`src/rtl/pm_pkg.sv`:
```
// Package: shared state type and the mapping to the software-visible code.
// Assumes a three-bit encoding, which the R1 encoding fixes.
package pm_pkg;

    typedef enum logic [2:0] {
        PM_D0U   = 3'd0,
        PM_D0A   = 3'd1,
        PM_D1    = 3'd2,
        PM_D2    = 3'd3,
        PM_D3H   = 3'd4,
        PM_D3C   = 3'd5,
        PM_D3OFF = 3'd6
    } pm_state_e;

    // Two-bit code that software reads for an internal state
    function automatic logic [1:0] pm_vis_code(input pm_state_e s);
        case (s)
            PM_D0U, PM_D0A: pm_vis_code = 2'b00;
            PM_D1:          pm_vis_code = 2'b01;
            PM_D2:          pm_vis_code = 2'b10;
            default:        pm_vis_code = 2'b11;
        endcase
    endfunction

endpackage

```
`src/rtl/pm_state_fsm.sv`:
```
// Module: pm_state_fsm
// Holds the seven-state power register. Hardware events outrank software
// requests. Assumes all inputs are synchronous to clk. A bus-reset release
// is found by comparing the input with its value at the previous edge.
module pm_state_fsm
    import pm_pkg::*;
(
    input  logic      clk,
    input  logic      rst_n,
    input  logic      glob_rst,
    input  logic      bus_rst,
    input  logic      main_pwr,
    input  logic      aux_pwr,
    input  logic      io_en,
    input  logic      mem_en,
    input  logic      sw_req,
    input  logic [1:0] sw_code,
    output pm_state_e state_q
);

    logic      bus_rst_q;
    logic      bus_release;
    logic      pwr_gone;
    pm_state_e sw_target;
    pm_state_e state_d;

    assign bus_release = bus_rst_q & ~bus_rst;
    assign pwr_gone    = ~main_pwr & ~aux_pwr;

    // Resolve the software request against the legal transition set
    always_comb begin
        sw_target = state_q;
        case (state_q)
            PM_D0A: begin
                if (sw_code == 2'b01)      sw_target = PM_D1;
                else if (sw_code == 2'b10) sw_target = PM_D2;
                else if (sw_code == 2'b11) sw_target = PM_D3H;
            end
            PM_D1: begin
                if (sw_code == 2'b00)      sw_target = PM_D0A;
                else if (sw_code == 2'b10) sw_target = PM_D2;
                else if (sw_code == 2'b11) sw_target = PM_D3H;
            end
            PM_D2: begin
                if (sw_code == 2'b00)      sw_target = PM_D0A;
                else if (sw_code == 2'b11) sw_target = PM_D3H;
            end
            PM_D3H: begin
                if (sw_code == 2'b00)      sw_target = PM_D0U;
            end
            default: sw_target = state_q;
        endcase
    end

    // Next state, highest priority first
    always_comb begin
        state_d = state_q;
        if (glob_rst) begin
            state_d = PM_D0U;
        end else if (pwr_gone) begin
            state_d = PM_D3OFF;
        end else begin
            case (state_q)
                PM_D3OFF: state_d = PM_D3OFF;
                PM_D3C:   state_d = bus_release ? PM_D0U : PM_D3C;
                PM_D0U:   state_d = (io_en && mem_en) ? PM_D0A : PM_D0U;
                PM_D3H: begin
                    if (!main_pwr)   state_d = PM_D3C;
                    else if (sw_req) state_d = sw_target;
                end
                default: begin
                    if (sw_req) state_d = sw_target;
                end
            endcase
        end
    end

    // State register
    always_ff @(posedge clk) begin
        if (!rst_n) state_q <= PM_D0U;
        else        state_q <= state_d;
    end

    // Previous bus reset level, used for release detection
    always_ff @(posedge clk) begin
        if (!rst_n) bus_rst_q <= 1'b0;
        else        bus_rst_q <= bus_rst;
    end

endmodule

```
`src/rtl/pm_cfg_regs.sv`:
```
// Module: pm_cfg_regs
// Decodes configuration accesses: the status dword, the capability header
// and the control/status word. Holds the PME enable bit. Assumes one dword
// per address and byte enables that apply to writes only.
module pm_cfg_regs
    import pm_pkg::*;
#(
    parameter int                 ADDR_W   = 6,
    parameter int                 DATA_W   = 32,
    parameter logic [ADDR_W-1:0]  STS_DW   = 'h01,
    parameter logic [ADDR_W-1:0]  CAP_DW   = 'h28,
    parameter logic [ADDR_W-1:0]  CTL_DW   = 'h29,
    parameter logic [7:0]         NEXT_PTR = 8'h00,
    parameter logic [15:0]        PM_CAPS  = 16'h0602
) (
    input  logic              clk,
    input  logic              rst_n,
    input  logic              glob_rst,
    input  logic              cfg_wr,
    input  logic [ADDR_W-1:0] cfg_addr,
    input  logic [DATA_W/8-1:0] cfg_be,
    input  logic [DATA_W-1:0] cfg_wdata,
    input  logic              io_en,
    input  logic              mem_en,
    input  pm_state_e         state,
    output logic              sw_req,
    output logic [1:0]        sw_code,
    output logic              pme_en,
    output logic [DATA_W-1:0] cfg_rdata
);

    localparam logic [7:0] CAP_ID      = 8'h01;
    localparam int         CAPLIST_BIT = 20;
    localparam int         PME_EN_BIT  = 8;

    logic ctl_wr;
    logic pme_en_q;
    logic unused_cfg;

    assign ctl_wr  = cfg_wr && (cfg_addr == CTL_DW);
    assign sw_req  = ctl_wr && cfg_be[0];
    assign sw_code = cfg_wdata[1:0];
    assign pme_en  = pme_en_q;
    assign unused_cfg = ^{cfg_wdata[DATA_W-1:PME_EN_BIT+1],
                          cfg_wdata[PME_EN_BIT-1:2], cfg_be[DATA_W/8-1:2]};

    // PME enable storage, cleared by both resets
    always_ff @(posedge clk) begin
        if (!rst_n)                  pme_en_q <= 1'b0;
        else if (glob_rst)           pme_en_q <= 1'b0;
        else if (ctl_wr && cfg_be[1]) pme_en_q <= cfg_wdata[PME_EN_BIT];
    end

    // Read multiplexer for the addressed dword
    always_comb begin
        cfg_rdata = '0;
        case (cfg_addr)
            STS_DW: begin
                cfg_rdata[CAPLIST_BIT] = 1'b1;
                cfg_rdata[1:0]         = {mem_en, io_en};
            end
            CAP_DW: cfg_rdata = {{(DATA_W-32){1'b0}}, PM_CAPS, NEXT_PTR, CAP_ID};
            CTL_DW: begin
                cfg_rdata[PME_EN_BIT] = pme_en_q;
                cfg_rdata[1:0]        = pm_vis_code(state);
            end
            default: cfg_rdata = '0;
        endcase
    end

endmodule

```
`src/rtl/pm_gate.sv`:
```
// Module: pm_gate
// Derives the interrupt and PME permission outputs from the state and the
// PME enable bit. Purely combinational.
module pm_gate
    import pm_pkg::*;
(
    input  pm_state_e state,
    input  logic      pme_en,
    output logic      irq_allow,
    output logic      pme_allow
);

    // Interrupts only when configured and fully on; PME wherever powered
    always_comb begin
        irq_allow = (state == PM_D0A);
        pme_allow = pme_en && (state != PM_D0U) && (state != PM_D3OFF);
    end

endmodule

```
`src/rtl/pci_pm_ctrl.sv`:
```
// Module: pci_pm_ctrl (top)
// Power-state controller for one PCI function: state machine, config
// register block and output gating. Assumes a single clock domain with all
// resets and power indications already synchronised.
module pci_pm_ctrl
    import pm_pkg::*;
#(
    parameter int                 ADDR_W   = 6,
    parameter int                 DATA_W   = 32,
    parameter logic [ADDR_W-1:0]  STS_DW   = 'h01,
    parameter logic [ADDR_W-1:0]  CAP_DW   = 'h28,
    parameter logic [ADDR_W-1:0]  CTL_DW   = 'h29,
    parameter logic [7:0]         NEXT_PTR = 8'h00,
    parameter logic [15:0]        PM_CAPS  = 16'h0602
) (
    input  logic                  clk,
    input  logic                  rst_n,
    input  logic                  glob_rst,
    input  logic                  bus_rst,
    input  logic                  main_pwr,
    input  logic                  aux_pwr,
    input  logic                  cmd_io_en,
    input  logic                  cmd_mem_en,
    input  logic                  cfg_wr,
    input  logic [ADDR_W-1:0]     cfg_addr,
    input  logic [DATA_W/8-1:0]   cfg_be,
    input  logic [DATA_W-1:0]     cfg_wdata,
    output logic [DATA_W-1:0]     cfg_rdata,
    output logic [2:0]            pm_state,
    output logic                  irq_allow,
    output logic                  pme_allow
);

    pm_state_e  state;
    logic       sw_req;
    logic [1:0] sw_code;
    logic       pme_en;

    pm_state_fsm u_fsm (
        .clk      (clk),
        .rst_n    (rst_n),
        .glob_rst (glob_rst),
        .bus_rst  (bus_rst),
        .main_pwr (main_pwr),
        .aux_pwr  (aux_pwr),
        .io_en    (cmd_io_en),
        .mem_en   (cmd_mem_en),
        .sw_req   (sw_req),
        .sw_code  (sw_code),
        .state_q  (state)
    );

    pm_cfg_regs #(
        .ADDR_W   (ADDR_W),
        .DATA_W   (DATA_W),
        .STS_DW   (STS_DW),
        .CAP_DW   (CAP_DW),
        .CTL_DW   (CTL_DW),
        .NEXT_PTR (NEXT_PTR),
        .PM_CAPS  (PM_CAPS)
    ) u_regs (
        .clk       (clk),
        .rst_n     (rst_n),
        .glob_rst  (glob_rst),
        .cfg_wr    (cfg_wr),
        .cfg_addr  (cfg_addr),
        .cfg_be    (cfg_be),
        .cfg_wdata (cfg_wdata),
        .io_en     (cmd_io_en),
        .mem_en    (cmd_mem_en),
        .state     (state),
        .sw_req    (sw_req),
        .sw_code   (sw_code),
        .pme_en    (pme_en),
        .cfg_rdata (cfg_rdata)
    );

    pm_gate u_gate (
        .state     (state),
        .pme_en    (pme_en),
        .irq_allow (irq_allow),
        .pme_allow (pme_allow)
    );

    assign pm_state = state;

endmodule

```
`config.mk`:
```
export PLATFORM = sky130hd
export DESIGN_NAME = pci_pm_ctrl
export DESIGN_NICKNAME = d
export VERILOG_FILES = /design/src/rtl/pm_pkg.sv /design/src/rtl/pm_state_fsm.sv /design/src/rtl/pm_cfg_regs.sv /design/src/rtl/pm_gate.sv /design/src/rtl/pci_pm_ctrl.sv
export SDC_FILE = /design/constraint.sdc
export NUM_CORES = 1
export LEC_CHECK = 0
export CAP_MARGIN = 20
export CORE_AREA = 2 2 56 58
export CTS_CLUSTER_DIAMETER = 120
export DETAILED_ROUTE_END_ITERATION = 7
export DIE_AREA = 0 0 58 60
export GPL_TIMING_DRIVEN = 1
export PLACE_DENSITY = 0.77
export SLEW_MARGIN = 25
export SYNTH_ARGS = -nofsm -noshare
export SYNTH_HDL_FRONTEND = slang
export SYNTH_HIERARCHICAL = 1
export SYNTH_SLANG_ARGS = --single-unit
```
`constraint.sdc`:
```
create_clock -name clk -period 3 [get_ports clk]
set_clock_uncertainty 0.2 [all_clocks]
set_input_delay 0.6 -clock clk [delete_from_list [all_inputs] [get_ports clk]]
set_output_delay 0.6 -clock clk [all_outputs]
set_load 0.05 [all_outputs]
```
=== Word-level counts from Yosys, hierarchy flattened ===
Cells that the tools add are included.

* Register bits: 5
* Bits in latches: 0
* Bits in writable memories: 0
* Bits in read-only memories: 0
* Input bits: 51
* Logic and storage cells: 54
* Memories: 0

* Add/sub/neg operators: 0
* Multiply operators: 0
* Divide/modulo/power cells: 0
* Order comparisons: 0
* Eq/ne operators: 13
* Shift-type cells: 0
* Multiplexer cells: 19
* Bitwise gates (word level): 6
* Reduce and logical (&&, ||, !) cells: 12

{| class="wikitable"
|+ Operators with widths
! operator !! count
|-
| 2-to-1 mux 3 bit || 10
|-
| one-hot mux 3 bit (4 select lines) || 2
|-
| equality test 6 bit (second input constant) || 2
|-
| one-hot mux 2 bit (3 select lines) || 2
|-
| equality test 3 bit (second input constant) || 3
|-
| 2-to-1 mux 9 bit || 1
|-
| equality test 3 x 2 -> 1 bit (second input constant) || 2
|-
| equality test 6 x 1 -> 1 bit (second input constant) || 1
|-
| logical AND 1 bit || 6
|-
| 2-to-1 mux 6 bit || 1
|-
| equality test 2 bit (second input constant) || 2
|-
| inverter 1 bit || 4
|-
| OR reduction 2 bit || 2
|-
| equality test 3 x 1 -> 1 bit (second input constant) || 1
|-
| logical NOT 3 bit || 1
|-
| 2-to-1 mux 1 bit || 3
|-
| != test 3 bit (second input constant) || 1
|-
| nonzero test 3 bit || 1
|-
| OR reduction 3 bit || 1
|-
| bitwise AND 1 bit || 2
|-
| equality test 2 x 1 -> 1 bit (second input constant) || 1
|-
| logical NOT 2 bit || 1
|}

=== Longest topological paths before layout ===
Gate-level depths: netlist (run 1).

* Word-level depth: 9
* Gate-level depth with buffers: 7

=== Cells and area by module ===
The synthesis (run 1) kept the hierarchy.

{| class="wikitable"
|+ Modules (own cells, without submodules)
! module !! instances !! cells an instance !! area each (um^2)
|-
| pm_cfg_regs || 1 || 49 || 381.6
|-
| pm_state_fsm || 1 || 37 || 305.3
|-
| pm_gate || 1 || 3 || 23.8
|}

=== Worst setup path before layout (run 1) ===
Ideal clock, no wire load.

* Kind: input -> output
* Start: input port cfg_addr[1]
* End: output port cfg_rdata[25]
* Data arrival time: 2.338 ns
* Data required time: 2.200 ns
* Slack: -0.138 ns
* Stages: 3
* Cell sequence: or4_2 nor2_1 buf_4

* Word-level cells in the longest chain between the ends: 2

{| class="wikitable"
|+ Ends and longest elaborated chain
! what !! line !! source
|-
| start: declaration || pci_pm_ctrl.sv:25 || <nowiki>input logic [ADDR_W-1:0] cfg_addr,</nowiki>
|-
| equality test 6 bit || pm_cfg_regs.sv:57 || <nowiki>case (cfg_addr)</nowiki>
|-
| 2-to-1 mux 6 bit || pm_cfg_regs.sv:57 ||
|-
| end: declaration || pci_pm_ctrl.sv:28 || <nowiki>output logic [DATA_W-1:0] cfg_rdata,</nowiki>
|}

Every way passes these cells.

=== Worst setup path after layout (run 1) ===
* Start: input port cfg_addr[5]
* End: output port cfg_rdata[0]

* Word-level cells in the longest chain between the ends: 2

{| class="wikitable"
|+ Ends and longest elaborated chain
! what !! line
|-
| equality test 6 bit or equality test 6 x 1 -> 1 bit (tied branches) || pm_cfg_regs.sv:57
|-
| one-hot mux 2 bit (3 select lines) (*) || pm_cfg_regs.sv:57
|}

Mark *: on every way between the ends. The rest lies on a longest branch, timed or not.

==> results of run 1 <==
sequential cells by signal, indices dropped and copies added (netlist names):
name	cells
u_regs/pme_en	1
u_fsm/state_q	3
u_fsm/bus_rst_q	1
power groups by stage:
stage          combinational, mW  clock, mW  sequential [mW]
6_report                   0.144     0.0743           0.0715
2_1_floorplan              0.124          0           0.0767
3_3_place_gp               0.142          0           0.0725
3_5_place_dp               0.143          0           0.0726
5_1_grt                    0.151     0.0813           0.0719
4_1_cts                    0.143     0.0792           0.0715
critical path, delay by kind of cell:
family | cells | cell delay [ns]
AO/OA/AOI/OAI | 1 | 0.27
buffers and inverters | 2 | 0.65
AND/OR/NAND/NOR | 2 | 0.65
through the flow:
step / hold slack (ns) / power (mW) / instances / setup WS (ns) / TNS, ns
2_1_floorplan: 0.271 / 0.201 / 113 / 0.0382 / 0
3_3_place_gp: 0.288 / 0.215 / 155 / 0.0271 / 0
3_5_place_dp: 0.300 / 0.216 / 155 / 0.0103 / 0
4_1_cts: 0.304 / 0.294 / 159 / 0.00749 / 0
5_1_grt: 0.316 / 0.304 / 159 / -0.0504 / -0.0941
6_report: 0.297 / 0.289 / 159 / 0.0263 / 0
cells by family after synthesis:
| logic type | after synthesis | share of synthesized area [%] |
|---|---|---|
| flip-flops | 5 | 14.1 |
| other | 1 | 0.528 |
| AND/OR/NAND/NOR | 27 | 24.8 |
| AO/OA/AOI/OAI | 20 | 22.4 |
| buffers and inverters | 33 | 34.3 |
| multiplexers | 1 | 1.41 |
| XOR/XNOR | 2 | 2.47 |
path summary, 6_finish.rpt:
kind                            to  depth (start not counted)             start  slack, ns
setup reg to reg  u_fsm/state_q[2]                          3  u_fsm/state_q[0]       1.51
setup / recovery      cfg_rdata[0]                          5       cfg_addr[5]       0.03
hold reg to reg      u_regs/pme_en                          2     u_regs/pme_en       0.30
hold / removal       u_regs/pme_en                          2     u_regs/pme_en       0.30
metal layers:
| metal | track usage, % | vias to the layer above | wire (um) |
|---|---|---|---|
| li1 | - | 331 | - |
| met1 | 9.97 | 295 | 543 |
| met2 | 18.3 | 26 | 880 |
| met3 | 0.866 | 2 | 78 |
| met4 | 5.98 | 0 | 8 |
| met5 | 0 | - | 0 |
what timing repair did:
item / CTS / global route
hold buffers: 0 / 0
setup endpoints to repair: 0 / 4
resized for setup: 0 / 2
buffers inserted: 0 / 0
area by class of cell:
type	count	area, sq um	area share, %
clock buffer	4	26.3	2.41
inverter	2	7.51	0.690
multi-input combinational	75	462	42.4
sequential	5	100	9.20
tap	33	41.3	3.79
timing repair buffer	40	452	41.5
layout by cell type, fill, tap and decap left out, types with 2 or more instances in the layout:
| cell type | count |
|---|---|
| conb_1 | 25 |
| clkdlybuf4s50_1 | 24 |
| buf_4 | 8 |
| buf_12 | 7 |
| dfxtp_1 | 5 |
| nor2_1 | 4 |
| a31oi_1 | 4 |
| clkbuf_4 | 3 |
| o21ai_0 | 3 |
| nor3b_1 | 3 |
| nor2b_1 | 2 |
| a21oi_1 | 2 |
| inv_1 | 2 |
| nand2b_1 | 2 |
| o21a_1 | 2 |
| nor3_1 | 2 |
| and2_1 | 2 |
| nand2_1 | 2 |
| nor2_2 | 2 |
| nand3b_1 | 2 |
==> impl_metrics.tcl, run 1 <==
set metrics [dict create \
    slew-limit-headroom_pct 66.4 \
    grt_pass1_wl_mm 2.51 \
    async_flop_share_pct 0 \
    antenna_left 0 \
    synth_top_area_cell "buf_4" \
    synth_edf_count 0 \
    swShare_pct 43.7 \
    final_area_sq_um 1090 \
    cp-start-kind "input pin" \
    maxCapViolations 0 \
    synth-warning-count 6 \
    min_period_ns 2.97 \
    io_pins 88 \
    p_leak_nw 0.456 \
    ys_seq_area_share_pct 14.1 \
    cts.clk_slew.worst_paths_ns 0.04 \
    hold_class "reg2reg" \
    seqPwrFrac_pct 24.7 \
    wire_per_inst_um 9.50 \
    synth_area_sq_um 711 \
    yosys-top-cells-count "buf_4, nor2_1, dfxtp_1, a31oi_1" \
    cts_tree "yes" \
    syn_inst 89 \
    cp_slowest_stage_delay_ns 0.58 \
    grt.overflow.total 0 \
    hold_viol 0 \
    postSynthAreaPerCell_sq_um 7.99 \
    die_y_um 60 \
    nets 178 \
    cts_sinks 5 \
    setup_viol 0 \
    synth_top_area_share_pct 31.7 \
    worst_ep_arrival_time_ns 2.17 \
    first_pass_iters 4 \
    fill_cells 310 \
    start_util_pct 24.5 \
    crit_slowest_cell "or4_2" \
    port_buffers 31 \
    worst_pin_slew_ns 0.503 \
    num_antenna_cells 0 \
    first_iter_violations 7 \
    critPathCaptureType "output port" \
    drive_gt1_share_pct 23.0 \
    power_frac_comb_pct 49.6 \
    pwr_density_cell_nw_per_um2 266 \
    status "complete, no violations" \
    dp_hpwl_mm 1.35 \
    numCtsBuffers 3 \
    cts_root_buffer "clkbuf_4" \
    report.final.slew_viol_count 0 \
    antenna_found_initial 0 \
    ys_seq_elements 5 \
    switchingPower_mw 0.127 \
    intPower_mw 0.163 \
    track_usage_pct 9.58 \
    synth_area_leaders "buf_4, dfxtp_1, a31oi_1" \
    vias 654 \
    die_width_um 58 \
    required_ns 2.20 \
    rows 20 \
    fin_crit_sh_pct 99.1 \
    grt_pass1_vias 564 \
    cts_max_level 1 \
    synth.most_common_cell "buf_4" \
    via_per_inst 4.11 \
    fmaxAchievable_mhz 336 \
    core_area_sq_um 2900 \
    drcViolationCount 0 \
    grt_max_degree 17 \
    die_area_sq_um 3480 \
    drt_wl_total_mm 1.51 \
    vdd_drop_max_v 0.000225 \
    pwr-share-clk_pct 25.7 \
    clock_latency_ns 0.23 \
    synth-main-ff-cell "dfxtp_1" \
    cp_max_fo 2 \
    path_class "in2out" \
    ctsLongestPathBuffers 2 \
    synthToLayoutAreaGrowth_pct 53.2 \
    yosysUniqueCellTypes 35 \
    path_cells "clkdlybuf4s50_1, nand2_1, or4_2, o2bb2ai_1, buf_12" \
    postPlaceCellArea_sq_um 1060 \
    rsz0062_at_grt "true" \
    finalCoreUtilization_pct 37.5 \
    gp_congestion 0.765 \
]
(Power assumes the default switching activity.)
==> run 2: changes to the inputs <==
CORE_AREA = 2 2 59 61   (was 2 2 56 58)
DIE_AREA = 0 0 61 63   (was 0 0 58 60)
GPL_ROUTABILITY_DRIVEN = 0   (was not set)
PLACE_DENSITY = 0.72   (was 0.77)
clock period = 2.6 ns   (was 3 ns; I/O delays follow)
==> run 2 against run 1 <==
Against the previous run: sequential share of layout area decreased by 0.49 points; utilization decreased by 1.9 points; via count rose by 6.6%; worst setup slack gained 0.031 ns; total power grew 19%; sequential power grew 12%; final area increased by 5.6%; cell count is 11% higher; clock power up 23%; critical path depth did not move.
==> impl_metrics.tcl, run 2 (same netlist as run 1, synthesis figures left out) <==
set metrics [dict create \
    status "complete, no violations" \
    ctsLongestPathBuffers 2 \
    die_width_um 61 \
    min_period_ns 2.54 \
    path_class "in2out" \
    nets 182 \
    port_buffers 31 \
    cts_max_level 1 \
    cts_root_buffer "clkbuf_4" \
    regMostFlops "u_fsm/state_q" \
    drt_wl_total_mm 1.68 \
    final_common_cell "conb_1" \
    dp_hpwl_mm 1.38 \
    hold_class "reg2reg" \
    first_pass_iters 4 \
    io_pins 88 \
    report.final.slew_viol_count 0 \
    hold_end "u_regs/pme_en" \
    mostFrequentLayoutCells "conb_1, clkdlybuf4s50_1, buf_4" \
    core_area_sq_um 3230 \
    wire_per_inst_um 9.52 \
    cp_max_fo 3 \
    start_util_pct 22.0 \
    cp-start-kind "input pin" \
    synthToLayoutAreaGrowth_pct 61.8 \
    p_leak_nw 0.497 \
    clock_latency_ns 0.24 \
    num_antenna_cells 0 \
    vias 697 \
    worst_r2r_startpoint "u_fsm/state_q[2]" \
    numCtsBuffers 3 \
    rsz0062_at_grt "false" \
    setup_tns_ns 0 \
    total_power_mw 0.343 \
    place_ws_ns -0.315 \
    required_ns 1.88 \
    fin_crit_sh_pct 97.8 \
    via_per_inst 3.96 \
    grt_pass1_wl_mm 2.52 \
    cts.clk_slew.worst_paths_ns 0.04 \
    grt.overflow.total 0 \
    worst-r2r-setup-slack_ns 1.15 \
    grt_max_degree 16 \
    rows 21 \
    pwr_density_cell_nw_per_um2 298 \
    antenna_found_initial 0 \
    die_area_sq_um 3840 \
    worst_slack_ns 0.0570 \
    vdd_drop_max_v 0.000175 \
    finalCoreUtilization_pct 35.6 \
    slew-limit-headroom_pct 66.9 \
    drive_gt1_share_pct 30.0 \
    fmaxAchievable_mhz 393 \
    min_path_cells 2 \
    die_y_um 63 \
    hold_viol 0 \
    startpoint "cfg_addr[1]" \
    maxCapViolations 0 \
    track_usage_pct 8.64 \
    grt_pass1_vias 612 \
    ff2ff_path_depth 5 \
    largest_reg_flops 3 \
    antenna_left 0 \
    worst_pin_slew_ns 0.495 \
    cts_tree "yes" \
    critPathCaptureType "output port" \
    worstReg2RegEnd "u_fsm/state_q[2]" \
    cts_sinks 5 \
    drcViolationCount 0 \
    worst_ep_arrival_time_ns 1.82 \
    worstHoldStart "u_regs/pme_en" \
    setup_viol 0 \
    first_iter_violations 3 \
]
## run 2: cell count changes in the layout (fill, tap and decap cells not counted), sizes merged
cell / before / now
buf: 16 / 22
clkbuf: 4 / 5
clkdlybuf4s15: 0 / 2
clkdlybuf4s50: 24 / 16
dlygate4sd2: 0 / 3
## run 2: final cells by class
type                            instances  area [sq um]
Clock buffer                            4          26.3
Timing Repair Buffer                   44           464
Sequential cell                         5           100
Inverter                                2          7.51
Multi-Input combinational cell         75           494
Tap cell                               46          57.6
Fill cell                             337          2080
## run 2: what timing repair did
| action | CTS | global route |
|---|---|---|
| gates resized for setup | 9 | 4 |
| pin swaps | 6 | 4 |
| setup endpoints to repair | 9 | 3 |
| setup buffers | 2 | 0 |
| hold buffers | 0 | 0 |
## run 2: how the worst max path moves through the flow
stage	slack, ns	to	cells past startpoint
4_1_cts	0.009	cfg_rdata[0]	5
6_report	0.06	cfg_rdata[1]	5
5_1_grt	0.01	cfg_rdata[1]	5
2_1_floorplan	-0.08	cfg_rdata[0]	3
3_5_place_dp	-0.31	u_fsm/state_q[2]	7
3_3_place_gp	-0.26	u_fsm/state_q[2]	7
## run 2: critical path, cell delays in order
cell             delay (ns)
clkdlybuf4s15_1        0.18
or4b_4                 0.57
nor3_4                 0.25
a22o_4                 0.18
buf_12                 0.13
## run 2: through the flow
stage | instance area, sq um | hold slack (ns) | cells
floorplan | 828 | 0.271 | 113
global placement | 1110 | 0.297 | 170
detailed placement | 1110 | 0.302 | 170
CTS | 1150 | 0.308 | 176
global route | 1150 | 0.348 | 176
finish | 1150 | 0.306 | 176
## run 2: routing by layer
metal	global-route usage, %	wire length, um	part of all wire (%)
met1	9.31	667	40
met2	15.2	843	50
met3	3.93	159	9.5
met4	1.63	6	0.36
met5	0	0	0
## run 2: power by group
group          total, mW  internal (mW)  switching (mW)  leakage [nW]
combinational      0.172         0.0511           0.120         0.442
sequential        0.0804         0.0793         0.00103        0.0408
clock             0.0911         0.0581          0.0330        0.0150
total              0.343          0.189           0.155         0.497
==> run 3: changes to the inputs <==
--- a/config.mk
+++ b/config.mk
@@ -14,4 +14,5 @@
 export GPL_TIMING_DRIVEN = 1
 export PLACE_DENSITY = 0.72
+export SKIP_CTS_REPAIR_TIMING = 1
 export SLEW_MARGIN = 25
 export SYNTH_ARGS = -nofsm -noshare
==> constraint.sdc (replaced) <==
create_clock -name clk -period 2.6 [get_ports clk]
set_clock_uncertainty 0.2 [all_clocks]
set_input_delay 0.52 -clock clk [delete_from_list [all_inputs] [get_ports clk]]
set_output_delay 0.52 -clock clk [all_outputs]
set_load 0.1 [all_outputs]
==> run 3 against run 2 <==
Against the previous run: die area unchanged; highest routed layer is now met3; maximum frequency up 0.40%; final area is 0.44% higher; largest power group unchanged; sequential power rose by 6.1%; clock power decreased by 3.1%; total power is 25% higher; sequential share of layout area grew 0.18 points; via count is 7.0% lower; non-clock buffer count fell by 5.
==> impl_metrics.tcl, run 3 (same netlist as run 1, synthesis figures left out) <==
set metrics [dict create \
    hold_viol 0 \
    grt_pass1_vias 579 \
    track_usage_pct 8.44 \
    grt_busiest_layer "met2" \
    synthToLayoutAreaGrowth_pct 62.5 \
    dp_hpwl_mm 1.32 \
    hold_class "reg2reg" \
    final_common_cell "conb_1" \
    rows 21 \
    grt.overflow.total 0 \
    min_period_ns 2.53 \
    min_path_cells 2 \
    vdd_drop_max_v 0.000259 \
    clock_latency_ns 0.24 \
    via_per_inst 3.79 \
    io_pins 88 \
    die_width_um 61 \
    num_antenna_cells 0 \
    p_leak_nw 0.528 \
    core_area_sq_um 3230 \
    report.final.slew_viol_count 0 \
    vias 648 \
    setup_tns_ns 0 \
    status "complete, no violations" \
    die_area_sq_um 3840 \
    worst-r2r-setup-slack_ns 1.06 \
    cts_root_buffer "clkbuf_4" \
    antenna_found_initial 0 \
    regMostFlops "u_fsm/state_q" \
    drt_wl_total_mm 1.60 \
    required_ns 1.88 \
    first_pass_iters 4 \
    die_y_um 63 \
    cts_tree "yes" \
    critPathCaptureType "output port" \
    rsz0062_at_grt "false" \
    port_buffers 31 \
    drcViolationCount 0 \
    first_iter_violations 7 \
    total_power_mw 0.428 \
    largest_reg_flops 3 \
    cp_max_fo 3 \
    cp-start-kind "input pin" \
    fin_crit_sh_pct 97.4 \
    cts_sinks 5 \
    wire_per_inst_um 9.35 \
    path_class "in2out" \
    worst_ep_arrival_time_ns 1.81 \
    start_util_pct 22.0 \
    cts_max_level 1 \
    drive_gt1_share_pct 31.2 \
    antenna_left 0 \
    numCtsBuffers 3 \
    cts.clk_slew.worst_paths_ns 0.04 \
    pwr_density_cell_nw_per_um2 370 \
    grt_pass1_wl_mm 2.48 \
    grt_max_degree 17 \
    nets 177 \
    maxCapViolations 0 \
    grt.met1_usage_pct 9.67 \
    timing.hold.ws_ns 0.296 \
    setup_viol 0 \
    ff2ff_path_depth 3 \
    ctsLongestPathBuffers 2 \
    grtUsageMet2_pct 14.5 \
    grt_util_met3_pct 2.69 \
    mostFrequentLayoutCells "conb_1, clkdlybuf4s50_1, buf_4" \
    fmaxAchievable_mhz 395 \
]
-- run 3: changes by cell type in the layout (fill, tap and decap cells not counted), sizes merged --
cell and change:
buf -2, clkdlybuf4s15 -2, clkdlybuf4s50 -3, dlygate4sd2 -3
dlymetal6s2s +5
-- run 3: routing by layer --
metal / vias to the layer above / share of wire [%]
met5: - / 0
met4: 0 / 0
met3: 0 / 7.5
met2: 28 / 53
met1: 292 / 39
li1: 328 / -
-- run 3: final cells by class --
type / instances / area [sq um]
clock buffers: 4 / 26.3
fillers: 336 / 2080
inverters: 2 / 7.51
multi-input cells: 75 / 500
flip-flops and latches: 5 / 103
well taps: 46 / 57.6
repair buffers: 39 / 460
-- run 3: path summary, 6_finish.rpt --
check,start,endpoint
max,cfg_addr[4],cfg_rdata[1]
min,u_regs/pme_en,u_regs/pme_en
max reg2reg,u_fsm/state_q[0],u_fsm/state_q[2]
min reg2reg,u_regs/pme_en,u_regs/pme_en
-- run 3: through the flow --
stage / util, % / setup slack [ns] / std cells / instance area [sq um]
6_report: 35.7 / 0.0671 / 171 / 1150
3_5_place_dp: 34.5 / -0.352 / 166 / 1110
2_1_floorplan: - / -0.548 / 113 / 872
5_1_grt: 35.7 / 0.00891 / 171 / 1150
3_3_place_gp: 34.5 / -0.354 / 166 / 1110
4_1_cts: 35.3 / -0.368 / 170 / 1140
-- run 3: critical path: stages --
cell and delay (ns):
dlymetal6s2s_1 0.13, or4b_4 0.54, nor2_1 0.20, buf_4 0.14, a22o_4 0.11, buf_12 0.16
-- run 3: power by group --
group	switching, mW	total [mW]	internal (mW)
Combinational	0.205	0.254	0.0496
Clock	0.0304	0.0883	0.0579
Sequential	0.00577	0.0853	0.0795
